$ cat src/rtl/eq_merit_pkg.sv
package eq_merit_pkg;
  typedef enum logic [1:0] {
    MERIT_MIN  = 2'b00,
    MERIT_HEO  = 2'b01,
    MERIT_VEO  = 2'b10,
    MERIT_RSVD = 2'b11
  } merit_mode_e;
  localparam int SCALE_FRAC = 6;
endpackage

$ cat src/rtl/merit_calc.sv
module merit_calc
  import eq_merit_pkg::*;
#(
  parameter int EYE_W   = 8,
  parameter int WGT_W   = 8,
  parameter int SCALE_W = 12
) (
  input  logic [1:0]         mode,
  input  logic               custom_en,
  input  logic [WGT_W-1:0]   wa,
  input  logic [EYE_W-1:0]   off_h,
  input  logic [EYE_W-1:0]   off_v,
  input  logic [SCALE_W-1:0] scale,
  input  logic [EYE_W-1:0]   heo,
  input  logic [EYE_W-1:0]   veo,
  output logic [EYE_W-1:0]   score
);
  localparam int MW = EYE_W + SCALE_W;
  localparam int DW = EYE_W + 2;
  localparam int PW = DW + WGT_W + 1;
  localparam int SW = PW + 1;
  localparam logic [EYE_W-1:0] EYE_MAX = {EYE_W{1'b1}};
  localparam logic [WGT_W-1:0] WGT_ONE = {WGT_W{1'b1}};

  logic [MW-1:0]          vmul;
  logic [MW-1:0]          vshr;
  logic [EYE_W-1:0]       vscaled;
  logic [EYE_W-1:0]       mode_score;
  logic signed [DW-1:0]   dh, dv;
  logic signed [WGT_W:0]  wh, wv;
  logic signed [PW-1:0]   ph, pv;
  logic signed [SW-1:0]   wsum, wshr;
  logic [EYE_W-1:0]       custom_score;

  always_comb begin
    vmul = MW'(veo) * MW'(scale);
    vshr = vmul >> SCALE_FRAC;
    if (|vshr[MW-1:EYE_W]) vscaled = EYE_MAX;
    else                   vscaled = vshr[EYE_W-1:0];
  end

  always_comb begin
    unique case (merit_mode_e'(mode))
      MERIT_HEO: mode_score = heo;
      MERIT_VEO: mode_score = veo;
      default:   mode_score = (heo < vscaled) ? heo : vscaled;
    endcase
  end

  always_comb begin
    dh   = $signed({2'b00, heo}) - $signed({2'b00, off_h});
    dv   = $signed({2'b00, veo}) - $signed({2'b00, off_v});
    wh   = $signed({1'b0, wa});
    wv   = $signed({1'b0, WGT_ONE - wa});
    ph   = dh * wh;
    pv   = dv * wv;
    wsum = ph + pv;
    wshr = wsum >>> WGT_W;
    if (wsum[SW-1])                  custom_score = '0;
    else if (|wshr[SW-2:EYE_W])      custom_score = EYE_MAX;
    else                             custom_score = wshr[EYE_W-1:0];
  end

  assign score = custom_en ? custom_score : mode_score;
endmodule

$ cat src/rtl/sweep_ctrl.sv
module sweep_ctrl #(
  parameter int N_SET = 16,
  parameter int IDX_W = (N_SET > 1) ? $clog2(N_SET) : 1
) (
  input  logic             clk,
  input  logic             rst,
  input  logic             start,
  input  logic             meas_valid,
  output logic             busy,
  output logic             done,
  output logic [IDX_W-1:0] idx,
  output logic             accept,
  output logic             first,
  output logic             last
);
  localparam logic [IDX_W-1:0] LAST_IDX = IDX_W'(N_SET - 1);

  assign accept = meas_valid & busy;
  assign first  = (idx == '0);
  assign last   = (idx == LAST_IDX);

  always_ff @(posedge clk) begin
    if (rst) begin
      busy <= 1'b0;
      done <= 1'b0;
      idx  <= '0;
    end else begin
      done <= 1'b0;
      if (!busy) begin
        if (start) begin
          busy <= 1'b1;
          idx  <= '0;
        end
      end else if (accept) begin
        if (last) begin
          busy <= 1'b0;
          done <= 1'b1;
          idx  <= '0;
        end else begin
          idx <= idx + 1'b1;
        end
      end
    end
  end
endmodule

$ cat src/rtl/best_tracker.sv
module best_tracker #(
  parameter int EYE_W = 8,
  parameter int IDX_W = 4
) (
  input  logic             clk,
  input  logic             rst,
  input  logic             accept,
  input  logic             first,
  input  logic             last,
  input  logic [IDX_W-1:0] idx,
  input  logic [EYE_W-1:0] score,
  output logic [IDX_W-1:0] res_idx,
  output logic [EYE_W-1:0] res_score
);
  logic [IDX_W-1:0] run_idx;
  logic [EYE_W-1:0] run_score;
  logic             take;
  logic [IDX_W-1:0] nxt_idx;
  logic [EYE_W-1:0] nxt_score;

  always_comb begin
    take      = first || (score > run_score);
    nxt_idx   = take ? idx   : run_idx;
    nxt_score = take ? score : run_score;
  end

  always_ff @(posedge clk) begin
    if (rst) begin
      run_idx   <= '0;
      run_score <= '0;
      res_idx   <= '0;
      res_score <= '0;
    end else if (accept) begin
      run_idx   <= nxt_idx;
      run_score <= nxt_score;
      if (last) begin
        res_idx   <= nxt_idx;
        res_score <= nxt_score;
      end
    end
  end
endmodule

$ cat src/rtl/eq_merit_search.sv
module eq_merit_search #(
  parameter int N_SET   = 16,
  parameter int EYE_W   = 8,
  parameter int WGT_W   = 8,
  parameter int SCALE_W = 12,
  parameter int IDX_W   = (N_SET > 1) ? $clog2(N_SET) : 1
) (
  input  logic               clk,
  input  logic               rst,
  input  logic               start,
  input  logic [1:0]         cfg_mode,
  input  logic               cfg_custom_en,
  input  logic [WGT_W-1:0]   cfg_a,
  input  logic [EYE_W-1:0]   cfg_b,
  input  logic [EYE_W-1:0]   cfg_c,
  input  logic [SCALE_W-1:0] cfg_scale,
  input  logic               meas_valid,
  output logic               meas_ready,
  input  logic [EYE_W-1:0]   meas_heo,
  input  logic [EYE_W-1:0]   meas_veo,
  output logic [IDX_W-1:0]   boost_idx,
  output logic               busy,
  output logic               done,
  output logic [IDX_W-1:0]   best_idx,
  output logic [EYE_W-1:0]   best_score
);
  logic             accept, first, last;
  logic [EYE_W-1:0] score;

  sweep_ctrl #(.N_SET(N_SET), .IDX_W(IDX_W)) u_ctrl (
    .clk(clk), .rst(rst), .start(start), .meas_valid(meas_valid),
    .busy(busy), .done(done), .idx(boost_idx),
    .accept(accept), .first(first), .last(last)
  );

  assign meas_ready = busy;

  merit_calc #(.EYE_W(EYE_W), .WGT_W(WGT_W), .SCALE_W(SCALE_W)) u_calc (
    .mode(cfg_mode), .custom_en(cfg_custom_en), .wa(cfg_a),
    .off_h(cfg_b), .off_v(cfg_c), .scale(cfg_scale),
    .heo(meas_heo), .veo(meas_veo), .score(score)
  );

  best_tracker #(.EYE_W(EYE_W), .IDX_W(IDX_W)) u_best (
    .clk(clk), .rst(rst), .accept(accept), .first(first), .last(last),
    .idx(boost_idx), .score(score),
    .res_idx(best_idx), .res_score(best_score)
  );
endmodule

$ cat config.mk
export PLATFORM = sky130hd
export DESIGN_NAME = eq_merit_search
export DESIGN_NICKNAME = d
export VERILOG_FILES = /design/src/rtl/eq_merit_pkg.sv /design/src/rtl/merit_calc.sv /design/src/rtl/sweep_ctrl.sv /design/src/rtl/best_tracker.sv /design/src/rtl/eq_merit_search.sv
export SDC_FILE = /design/constraint.sdc
export NUM_CORES = 1
export LEC_CHECK = 0
export ABC_AREA = 1
export CAP_MARGIN = 10
export CORE_UTILIZATION = 40
export DETAILED_ROUTE_END_ITERATION = 8
export DONT_BUFFER_PORTS = 1
export GPL_ROUTABILITY_DRIVEN = 0
export PLACE_DENSITY = 0.54
export SLEW_MARGIN = 20
export SYNTH_ARGS = -nofsm -noshare
export SYNTH_HDL_FRONTEND = slang
export SYNTH_HIERARCHICAL = 1
export SYNTH_SLANG_ARGS = --single-unit
$ cat constraint.sdc
create_clock -name clk -period 11.6 [get_ports clk]
set_clock_uncertainty 0.05 [all_clocks]
set_input_delay 1.16 -clock clk [delete_from_list [all_inputs] [get_ports clk]]
set_output_delay 1.16 -clock clk [all_outputs]
set_load 0.005 [all_outputs]
==> run_results.csv, run 1 <==
group,metric,value,unit
final_layout,areaGrowthSynthToFinish,3.41,%
floorplan,die_w,175,um
setup_path,crit_path_start_kind,"primary input",
timing,hold_viol,0,
timing,setup_slack,1400,ps
place,dp_hpwl,24800,um
place,io_buffers,0,
synthesis,seq_area_frac_synth,5.02,%
clocking,cts_setup_buffers,0,
final_layout,nets,2007,
synthesis,yosys.area.top_type,"fa_1",
synthesis,syn_avg_cell_area,7.34,sq um
grt,grt_pass1_wl,48100,um
place,pre_cts_ws,1080,ps
setup_path,critPathArrivalTime,10330,ps
drt,drcViolationCount,0,
drt,drt_iter0_drc,534,
synthesis,ys_types,41,
drt,postRouteAntennaNets,0,
floorplan,dieArea,30600,sq um
setup_path,crit_type,"in2reg",
setup_path,crit_required,11720,ps
grt,grt_max_degree,29,
clocking,tritoncts,"done",
timing,period_needed,10200,ps
synthesis,synthTopCellsByArea,"fa_1 35%, ha_1 14%, inv_1 14%",
setup_path,worst-path-max-fanout,13,
final_layout,diodes,0,
timing,fin_crit_sh,88.0,%
synthesis,yosysWarnings,6,
clocking,htreeDepth,2,
grt,grt_remaining_overflow,0,
grt,grt_use_total,19.6,%
timing,tightestPinTransition,869,ps
floorplan,initial_core_util,41.1,%
synthesis,syn_inst,1630,
clocking,ctsResizeCount,0,
timing,final-max-slew-violation-count,0,
min_path,min_path_type,"reg2reg",
setup_path,max_stage_delay,550,ps
synthesis,synth_seq_cells,30,
timing,grt_setup_unrepaired,"false",
clocking,cts_hold_buf,0,
setup_path,crit_path_end_kind,"flip-flop",
drt,wl,28700,um
final_layout,drive_gt1_share,4.94,%
floorplan,core_area,29100,sq um
timing,slew_headroom,42.0,%
timing,clock.fmax,98.0,MHz
clocking,cts_buffers,5,
synthesis,syn_area,12000,sq um
job,drv_cap,0,
outcome,status,"complete, no violations",
grt,grt_pass1_vias,9484,
timing,fin_setup_tns,0,ps
synthesis,syn_nets,2038,
synthesis,yosysTopAreaCellShare,35.3,%
floorplan,die_h,175,um
drt,drtPass1Iterations,5,
setup_path,cp_common_cell,"nand2_1",
clocking,clock_path_buffers,2,
setup_path,critPathSlowestCell,"fa_1",
clocking,clock_latency,280,ps
floorplan,io_pins,78,
floorplan,rows,62,
clocking,cts_num_sinks,30,
drt,via_per_inst,4.72,
timing,setup_violations,0,
clocking,cts-root-buf,"clkbuf_16",
drt,wl_per_cell,14.5,um
clocking,path_clk_slew,50,ps
drt,route.vias.total,9369,
grt,antenna_found_initial,0,
==> layer usage <==
layer	track usage (%)	routed length, um
met5	0	0
met4	2.36	197
met3	2.00	1280
met2	32.9	13300
met1	28.1	13900
==> worst max-delay path: cells and delay by family <==
kind | cells | cell delay, ps
buffers and inverters | 11 | 670
AND/OR/NAND/NOR | 24 | 2830
XOR/XNOR | 1 | 170
adder cells (fa/ha/maj) | 9 | 4100
AO/OA/AOI/OAI | 8 | 1400
==> Yosys cell counts (all sizes together) <==
cell / number
nand3: 83
o31ai: 2
nand4: 4
nor2: 137
xor2: 11
a211oi: 1
a21oi: 59
inv: 449
nand3b: 4
ha: 138
dlygate4sd1: 1
or2: 16
o22ai: 2
dfxtp: 30
a21o: 8
clkbuf: 30
a221oi: 1
nor4: 2
xnor2: 14
o21ai: 17
nor3: 6
and2: 2
buf: 7
o21bai: 3
clkinv: 4
nand2: 388
fa: 211
==> registers in the layout, indices dropped and copies added, names as in the netlist <==
| name | count |
|---|---|
| u_ctrl/idx | 4 |
| u_best/res_score | 8 |
| u_best/run_idx | 4 |
| u_best/res_idx | 4 |
| u_ctrl/busy | 1 |
| u_best/run_score | 8 |
| u_ctrl/done | 1 |
==> cell families after synthesis <==
kind of cell	synth area share, %
XOR/XNOR	1.83
flip-flops	5.02
buffers and inverters	16.0
adder cells (fa/ha/maj)	49.7
AND/OR/NAND/NOR	23.2
AO/OA/AOI/OAI	4.31
==> placed cells by master, fill, tap and decap left out <==
cell type,instances
fa_1,211
nand2_2,36
o21ai_1,1
nand4_1,4
nand2_4,3
nor4_1,2
clkbuf_16,5
nor3_1,6
nand3_1,77
clkbuf_1,2
nand2_8,1
or2_2,16
nand2_1,348
xnor2_1,14
o21bai_1,3
clkinv_4,1
ha_1,138
a211oi_2,1
nor2_2,4
nor2_4,1
a21oi_2,1
nand3_2,6
nand3b_1,4
o31ai_1,2
inv_1,445
dfxtp_1,30
a21oi_1,58
nor2_1,132
o22ai_1,2
o21ai_0,16
clkinv_1,3
a221oi_1,1
a21o_1,8
xor2_1,11
inv_2,4
and2_1,2
==> path summary, 6_finish.rpt <==
kind                               startpoint                          endpoint  slack, ps  cells past startpoint
max                                  cfg_c[2]    u_best/res_idx[0]$_SDFFE_PP0P_       1400                     53
min          u_best/run_score[6]$_SDFFE_PP0P_  u_best/run_score[6]$_SDFFE_PP0P_        500                      4
max reg2reg        u_ctrl/idx[0]$_SDFFE_PP0P_    u_best/res_idx[0]$_SDFFE_PP0P_       9500                      8
min reg2reg  u_best/run_score[6]$_SDFFE_PP0P_  u_best/run_score[6]$_SDFFE_PP0P_        500                      4
==> metrics by stage <==
stage / util [%] / area [sq um] / hold WS [ps] / std cells
final: 42.5 / 12400 / 502 / 1983
after CTS: 42.5 / 12400 / 505 / 1983
after global routing: 42.5 / 12400 / 527 / 1983
after global placement: 42.1 / 12200 / 488 / 1976
after floorplan: - / 12000 / 471 / 1630
after detailed placement: 42.1 / 12200 / 495 / 1976
==> final cells by class <==
class	instances	area, sq um
Fill cell	3089	16700
Multi-Input combinational cell	1109	9460
Inverter	453	1710
Clock buffer	7	133
Tap cell	384	480
Sequential cell	30	601
Power of run 1 is not shown: default switching activity piles up to over one toggle a cycle in this logic, so the estimate is an artifact.
==> run 2, diff against run 1 <==
--- a/config.mk
+++ b/config.mk
@@ -7,10 +7,12 @@
 export LEC_CHECK = 0
 export ABC_AREA = 1
 export CAP_MARGIN = 10
+export CORE_ASPECT_RATIO = 1.75
 export CORE_UTILIZATION = 40
 export DETAILED_ROUTE_END_ITERATION = 8
 export DONT_BUFFER_PORTS = 1
 export GPL_ROUTABILITY_DRIVEN = 0
+export HOLD_SLACK_MARGIN = 0.15
 export PLACE_DENSITY = 0.54
 export SLEW_MARGIN = 20
 export SYNTH_ARGS = -nofsm -noshare
==> run 2 against run 1 <==
Effect of this change:
- final cell count barely moved
- register-to-register slack barely moved
- highest routed layer unchanged
- critical path type unchanged
- sequential share of layout area barely moved
- largest cell class unchanged
- global-route usage rose by 2.1 points
==> run_results.csv, run 2 (synthesis gave the netlist of run 1 again) <==
group,metric,value,unit
drt,drtPass1Iterations,8,
grt,grt_pass1_wl,51700,um
setup_path,crit_path_start_kind,"primary input",
timing,grt_setup_unrepaired,"false",
grt,antenna_found_initial,0,
clocking,cts_hold_buf,0,
timing,hold_viol,0,
job,drv_cap,0,
floorplan,io_pins,78,
timing,setup_violations,0,
grt,grt_max_degree,29,
clocking,clock_path_buffers,2,
setup_path,critPathSlowestCell,"fa_1",
clocking,cts_setup_buffers,0,
min_path,min_path_type,"reg2reg",
final_layout,regArea,601,sq um
timing,fin_crit_sh,86.8,%
floorplan,initial_core_util,40.7,%
setup_path,cp_common_cell,"nand2_1",
timing,tightestPinTransition,816,ps
floorplan,die_w,133,um
final_layout,drive_gt1_share,5.00,%
final_layout,final_cell_mix,"445 x inv_1, 348 x nand2_1, 211 x fa_1, 138 x ha_1, 132 x nor2_1",
timing,slew_headroom,45.5,%
setup_path,crit_required,11720,ps
final_layout,areaGrowthSynthToFinish,3.64,%
drt,route.vias.total,9718,
timing,fin_setup_tns,0,ps
min_path,hp-start,"u_best/run_idx[2]$_SDFFE_PP0P_",
drt,wl_per_cell,16.1,um
floorplan,core_area,29400,sq um
grt,grt_use_total,21.8,%
final_layout,fill_cells,3066,
timing,final-max-slew-violation-count,0,
drt,drt_iter0_drc,466,
clocking,ctsResizeCount,0,
setup_path,rrSetupSlack,9490,ps
clocking,htreeDepth,2,
clocking,cts_num_sinks,30,
final_layout,final_common_cell,"inv_1",
clocking,cts-root-buf,"clkbuf_16",
setup_path,crit_path_end_kind,"flip-flop",
grt,grt_remaining_overflow,0,
drt,wl,32000,um
clocking,cts_buffers,5,
floorplan,rows,83,
clocking,tritoncts,"done",
timing,clock.fmax,99.3,MHz
setup_path,worst-path-max-fanout,13,
drt,via_per_inst,4.90,
final_layout,nets,2007,
final_layout,diodes,0,
setup_path,crit_type,"in2reg",
setup_path,r2r-start,"u_ctrl/idx[1]$_SDFFE_PP0P_",
drt,drcViolationCount,0,
place,io_buffers,0,
setup_path,max_stage_delay,560,ps
final_layout,multi_input_area,9460,sq um
place,dp_hpwl,27800,um
floorplan,die_h,231,um
outcome,status,"complete, no violations",
clocking,clock_latency,270,ps
timing,period_needed,10070,ps
floorplan,dieArea,30600,sq um
grt,grt_pass1_vias,10500,
clocking,path_clk_slew,50,ps
setup_path,critPathArrivalTime,10190,ps
setup_path,crit_path_start,"cfg_c[2]",
final_layout,reg.largest.list,"u_best/res_score (8), u_best/run_score (8)",
drt,postRouteAntennaNets,0,
[run 2: cell count changes in the layout (fill, tap and decap cells not counted)]
| cell | before | now |
|---|---|---|
| bufinv_16 | 0 | 1 |
[run 2: final timing paths]
path                                                         end  cells past startpoint
worst min-delay path              u_best/run_idx[2]$_SDFFE_PP0P_                      4
worst min register to register    u_best/run_idx[2]$_SDFFE_PP0P_                      4
worst max register to register  u_best/res_score[4]$_SDFFE_PP0P_                      8
worst max-delay path            u_best/res_score[7]$_SDFFE_PP0P_                     56
[run 2: area by class of cell]
cell class                 count  area share, %
clock inverter                 1          0.242
tap                          382           3.85
clock buffer                   7           1.07
sequential                    30           4.84
inverter                     453           13.7
multi-input combinational   1109           76.2
[run 2: layer usage]
| layer | vias to the layer above | wire length, um | track usage [%] |
|---|---|---|---|
| met3 | 85 | 1200 | 2.35 |
| met4 | 0 | 1630 | 10.2 |
| li1 | 4693 | - | - |
| met1 | 4710 | 10400 | 19.7 |
| met2 | 230 | 18700 | 46.3 |
| met5 | - | 0 | 0 |
[run 2: critical path, delay by kind of cell]
family,cells,cell delay (ps)
AO/OA/AOI/OAI,7,1130
buffers and inverters,11,640
XOR/XNOR,1,160
adder cells (fa/ha/maj),9,4110
AND/OR/NAND/NOR,28,2940
[run 2: per-stage QoR]
step           area (sq um)  cells  hold WS, ps  util [%]  setup slack [ps]
2_1_floorplan         12000   1630          471         -              2390
3_3_place_gp          12200   1974          486      41.7              1420
3_5_place_dp          12200   1974          494      41.7              1260
4_1_cts               12400   1982          503      42.2              1560
5_1_grt               12400   1982          529      42.2               653
6_report              12400   1982          501      42.2              1530
Power of run 2 is left out for the same reason.
